**config.mk**
```make
export PLATFORM = sky130hd
export DESIGN_NAME = pc_next_unit
export DESIGN_NICKNAME = d
export VERILOG_FILES = /design/src/rtl/pcu_pkg.sv /design/src/rtl/pcu_decode.sv /design/src/rtl/pcu_targets.sv /design/src/rtl/pc_next_unit.sv
export SDC_FILE = /design/constraint.sdc
export NUM_CORES = 1
export LEC_CHECK = 0
export BUFFER_PORTS_ARGS = -buffer_cell sky130_fd_sc_hd__buf_2
export CAP_MARGIN = 25
export CORE_MARGIN = 2
export CORE_UTILIZATION = 55
export CTS_CLUSTER_SIZE = 10
export DETAILED_ROUTE_END_ITERATION = 12
export GPL_TIMING_DRIVEN = 0
export PLACE_DENSITY = 0.83
export SLEW_MARGIN = 0
export SYNTH_ARGS = -nofsm -noshare
export SYNTH_HDL_FRONTEND = slang
export SYNTH_HIERARCHICAL = 1
export SYNTH_SLANG_ARGS = --single-unit
export TNS_END_PERCENT = 50
```
**constraint.sdc**
```tcl
create_clock -name clk -period 4.4 [get_ports clk]
set_clock_uncertainty 0.2 [all_clocks]
set_input_delay 0 -clock clk [delete_from_list [all_inputs] [get_ports clk]]
set_output_delay 0 -clock clk [all_outputs]
set_load 0.01 [all_outputs]
```
**src/rtl/pcu_pkg.sv**
```systemverilog
package pcu_pkg;
  localparam int unsigned INSTR_W = 32;
  localparam int unsigned OPC_W   = 6;
  localparam int unsigned REG_W   = 5;
  localparam int unsigned FN_W    = 6;
  localparam int unsigned OFS_W   = 16;
  localparam int unsigned JIDX_W  = 26;
  localparam int unsigned SEG_W   = 4;

  localparam logic [OPC_W-1:0] OPC_SPECIAL = 6'd0;
  localparam logic [OPC_W-1:0] OPC_REGIMM  = 6'd1;
  localparam logic [OPC_W-1:0] OPC_JUMP    = 6'd2;
  localparam logic [OPC_W-1:0] OPC_BEQ     = 6'd4;
  localparam logic [OPC_W-1:0] OPC_BNE     = 6'd5;
  localparam logic [FN_W-1:0]  FN_JREG     = 6'd8;

  typedef enum logic [1:0] {
    NXT_SEQ    = 2'd0,
    NXT_BRANCH = 2'd1,
    NXT_JUMP   = 2'd2,
    NXT_REG    = 2'd3
  } nxt_sel_e;

  typedef struct packed {
    nxt_sel_e sel;
    logic     taken;
  } nxt_dec_t;
endpackage

```
**src/rtl/pcu_decode.sv**
```systemverilog
module pcu_decode
  import pcu_pkg::*;
#(
  parameter int unsigned XLEN = 32
) (
  input  logic [OPC_W-1:0] opc,
  input  logic [REG_W-1:0] rt_idx,
  input  logic [FN_W-1:0]  fn,
  input  logic [XLEN-1:0]  rs_val,
  input  logic [XLEN-1:0]  rt_val,
  output nxt_dec_t         dec
);
  logic regs_eq;
  logic rs_neg;

  assign regs_eq = (rs_val == rt_val);
  assign rs_neg  = rs_val[XLEN-1];

  always_comb begin
    dec.sel   = NXT_SEQ;
    dec.taken = 1'b0;
    unique case (opc)
      OPC_JUMP: begin
        dec.sel   = NXT_JUMP;
        dec.taken = 1'b1;
      end
      OPC_SPECIAL: begin
        if (fn == FN_JREG) begin
          dec.sel   = NXT_REG;
          dec.taken = 1'b1;
        end
      end
      OPC_BEQ: begin
        if (regs_eq) begin
          dec.sel   = NXT_BRANCH;
          dec.taken = 1'b1;
        end
      end
      OPC_BNE: begin
        if (!regs_eq) begin
          dec.sel   = NXT_BRANCH;
          dec.taken = 1'b1;
        end
      end
      OPC_REGIMM: begin
        if (rt_idx == '0 && rs_neg) begin
          dec.sel   = NXT_BRANCH;
          dec.taken = 1'b1;
        end
      end
      default: begin
        dec.sel   = NXT_SEQ;
        dec.taken = 1'b0;
      end
    endcase
  end
endmodule

```
**src/rtl/pcu_targets.sv**
```systemverilog
module pcu_targets
  import pcu_pkg::*;
#(
  parameter int unsigned XLEN = 32
) (
  input  logic [XLEN-1:0]   pc,
  input  logic [JIDX_W-1:0] jfield,
  output logic [XLEN-1:0]   seq_addr,
  output logic [XLEN-1:0]   br_addr,
  output logic [XLEN-1:0]   jmp_addr
);
  localparam int unsigned EXT_W = XLEN - OFS_W - 2;

  logic [OFS_W-1:0] ofs;
  logic [XLEN-1:0]  ofs_bytes;

  assign ofs       = jfield[OFS_W-1:0];
  assign seq_addr  = pc + XLEN'(4);
  assign ofs_bytes = {{EXT_W{ofs[OFS_W-1]}}, ofs, 2'b00};
  assign br_addr   = seq_addr + ofs_bytes;
  assign jmp_addr  = {seq_addr[XLEN-1 -: SEG_W], jfield, 2'b00};
endmodule

```
**src/rtl/pc_next_unit.sv**
```systemverilog
module pc_next_unit
  import pcu_pkg::*;
#(
  parameter int unsigned    XLEN       = 32,
  parameter logic [XLEN-1:0] RESET_ADDR = '0
) (
  input  logic               clk,
  input  logic               rst,
  input  logic               stall,
  input  logic [INSTR_W-1:0] instr,
  input  logic [XLEN-1:0]    rs_val,
  input  logic [XLEN-1:0]    rt_val,
  output logic [XLEN-1:0]    pc_o,
  output logic               taken_o
);
  logic [XLEN-1:0] pc_q;
  logic [XLEN-1:0] seq_addr, br_addr, jmp_addr, nxt_addr;
  nxt_dec_t        dec;

  pcu_decode #(.XLEN(XLEN)) u_decode (
    .opc    (instr[31:26]),
    .rt_idx (instr[20:16]),
    .fn     (instr[5:0]),
    .rs_val (rs_val),
    .rt_val (rt_val),
    .dec    (dec)
  );

  pcu_targets #(.XLEN(XLEN)) u_targets (
    .pc       (pc_q),
    .jfield   (instr[JIDX_W-1:0]),
    .seq_addr (seq_addr),
    .br_addr  (br_addr),
    .jmp_addr (jmp_addr)
  );

  always_comb begin
    unique case (dec.sel)
      NXT_BRANCH: nxt_addr = br_addr;
      NXT_JUMP:   nxt_addr = jmp_addr;
      NXT_REG:    nxt_addr = rs_val;
      default:    nxt_addr = seq_addr;
    endcase
  end

  always_ff @(posedge clk) begin
    if (rst)         pc_q <= RESET_ADDR;
    else if (!stall) pc_q <= nxt_addr;
  end

  assign pc_o    = pc_q;
  assign taken_o = dec.taken;
endmodule

```
==> flow_summary.toml <==
[run_status]
status = "finished, violations left"
violations = "negative hold slack"

[detailed_routing]
vias = 5556
wl_per_cell_um = 19.8
ant_nets = 0
drc = 0
drt_iter0_drc = 454
finalWirelength_um = 17700
vias_per_cell = 6.22
dr.pass1.iters = 5

[grt]
grt_max_degree = 17
grt_pass1_wl_um = 27100
grtUsageTotal_pct = 34.5
antenna_found_initial = 0
overflow = 0
first_global_vias = 5365

[placement]
dp_cells = 866
hpwl_um = 13600
io_buffers = 125
placed_cell_area_mm2 = 0.00581
gp_congestion = 0.942

[worst_setup_path]
reg2regPathDepth = 17
critPathRequiredTime_ps = 4410
reg2reg_slack_ps = 90
cp-start-kind = "flip-flop"
regToRegStartpoint = "pc_o[4]"
endpoint_kind = "flip-flop"
worstSetupStartpoint = "pc_o[4]"
crit_type = "flip-flop to flip-flop"
critPathMaxFanout = 6
cp.arrival_ps = 4320
reg2reg_to = "pc_o[31]"
crit_end = "pc_o[31]"

[finish]
fill_cells = 726
fin_area_mm2 = 0.00623
finalNetCount = 917
layout_common_cells = "buf_2, a21oi_1, xor2_1"
instances_no_fill = 893
final_common_cell = "buf_2"
largest_register_ffs = 32
n_antenna_cell = 0
layout-drive-gt1-share_pct = 29.9
syn_to_final_growth_pct = 23.6

[pwr]
switching_share_pct = 39.1
combPwrFrac_pct = 45.4
sequentialPowerShare_pct = 28.4
pwr-share-clk_pct = 26.1
leakage_nw = 3.05
powerDensity_mw_per_mm2 = 190
power.internal_uw = 722
p_switching_uw = 464
ir_worst_vdd_v = 0.000142

[logic_synthesis]
avgSynthCellArea_um2 = 7.98
syn_area_mm2 = 0.00504
yosysSeqAreaShare_pct = 12.7
synth_seq_cells = 32
yosysTopAreaCell = "dfxtp_1"
ys_warn_count = 6
netlist.area_leader.share_pct = 12.7
synth_flop_cell = "dfxtp_1"
ys_types = 66
synthTopCellsByArea = "dfxtp_1, xor2_1, ha_1"
async_flop_share_pct = 0
synth_edf_count = 0
syn_inst = 632

[cts]
cts-root-buf = "clkbuf_8"
cts_tree = "yes"
ctsHtreeMaxLevel = 2
numCtsBuffers = 5
insertion_delay_ps = 310
cts.sinks = 32
cts_max_path_buffers = 2
clk_pin_slew_ps = 90

[sta]
fin_crit_sh_pct = 97.9
holdWs_ps = -5.76
maxSlewViolCount = 0
setup_viol = 0
worstMarginPinSlew_ps = 596
hold_viol = 1
fmax_mhz = 232
maxSlewHeadroom_pct = 59.9
fin_crit_ps = 4310

[job]
max-cap-violations = 0

[die]
initial_utilization_pct = 57.2
rows = 34
die_area_mm2 = 0.00995
num_io_pins = 132
die_x_um = 99.7
core_area_mm2 = 0.00881
die_y_um = 99.7

[min_path]
min-delay-path-class = "primary input to flip-flop"
## per-stage QoR
stage / hold slack, ps / power [mW] / TNS, ps / setup slack, ps / utilization, %
after CTS: 2.07 / 1.15 / 0 / 24.7 / 69.2
after global placement: 149 / 0.825 / -39.4 / -39.4 / 65.9
after floorplan: -39.4 / 0.672 / 0 / 502 / -
after global routing: 15.8 / 1.24 / -28.7 / -28.7 / 70.8
after detailed placement: 156 / 0.838 / -83.3 / -83.3 / 65.9
final: -5.76 / 1.19 / 0 / 91.1 / 70.8
## worst max-delay path, cell delays in order, from the launching register on
cell and delay [ps]:
dfxtp_4 390, and3_4 250, nand3_4 120, nor3_4 240
and3_1 200, buf_2 180, nand3_1 150, xnor2_2 270
ha_4 250, nand2_2 110, o21ai_2 90, or3_1 420
a211oi_2 320, o21ai_1 120, a31oi_1 200, xnor3_1 340
or2_0 230, o211a_1 120
## routing by layer
layer  track usage, %  wire (µm)  vias to the layer above
met4             11.9        679                        0
met5                0          0                        -
met3             5.62       1670                       71
li1                 -          -                     2544
met1             44.3       7060                     2599
met2             58.7       8310                      342
## power groups by stage
stage | Sequential [mW] | Clock [mW] | Combinational, mW
after global routing | 0.340 | 0.322 | 0.577
after detailed placement | 0.340 | 0 | 0.499
final | 0.337 | 0.310 | 0.539
after CTS | 0.333 | 0.307 | 0.514
after floorplan | 0.342 | 0 | 0.329
after global placement | 0.338 | 0 | 0.487
## cell type report
type | count | area, µm² | area share, %
timing repair buffer | 144 | 808 | 13.0
multi-input combinational | 496 | 3940 | 63.3
clock inverter | 3 | 42.5 | 0.683
clock buffer | 5 | 68.8 | 1.10
buffer | 65 | 423 | 6.79
tap | 108 | 135 | 2.17
sequential | 32 | 659 | 10.6
inverter | 40 | 150 | 2.41
## repair_timing
item                                    CTS  global route
hold buffers                             16             0
setup buffers                             1             2
hold endpoints to repair                 15             0
endpoints found under the setup margin    1             3
pin swaps                                 2             8
gates resized for setup                   5            30
## kinds of logic (layout without fill, tap and decap cells)
family          count (synthesis)  in the layout  synth area share [%]
compound gates                176            176                  25.9
simple gates                  160            160                  17.2
buf+inv                       105            257                  11.4
xor+xnor                       87             87                  15.4
mux                            37             37                  8.81
fa+ha+maj                      34             34                  8.59
flops                          32             32                  12.7
other cells                     1              2                0.0744
## synthesized netlist by cell type, types with 4 or more instances
cell type  number
mux2i_1        32
o21a_1          5
a21oi_2         5
nand2_1        37
o211a_1        27
nand3_1        19
clkbuf_1       17
buf_2           5
xor2_1         49
o21bai_1        8
o21ai_1         4
a21o_1          7
or2_0          27
xnor2_1        37
inv_1          40
nor2_1         25
and3_1         10
nor4_1          9
a21oi_1        59
nor2b_1         4
a2bb2oi_1      27
o21ai_0        10
dfxtp_1        32
ha_1           33
nand4_1        10
buf_4          40
## how the worst min path moves through the flow
stage	startpoint	to	slack [ps]	depth (start not counted)
after floorplan	rst	pc_o[27]	-40	2
after global placement	rst	pc_o[28]	150	3
after detailed placement	rst	pc_o[28]	160	3
after CTS	rs_val[26]	pc_o[26]	2	4
after global routing	rs_val[4]	pc_o[4]	20	4
final	rs_val[26]	pc_o[26]	-6	4
Note: power is estimated with default switching activity, not from simulation.
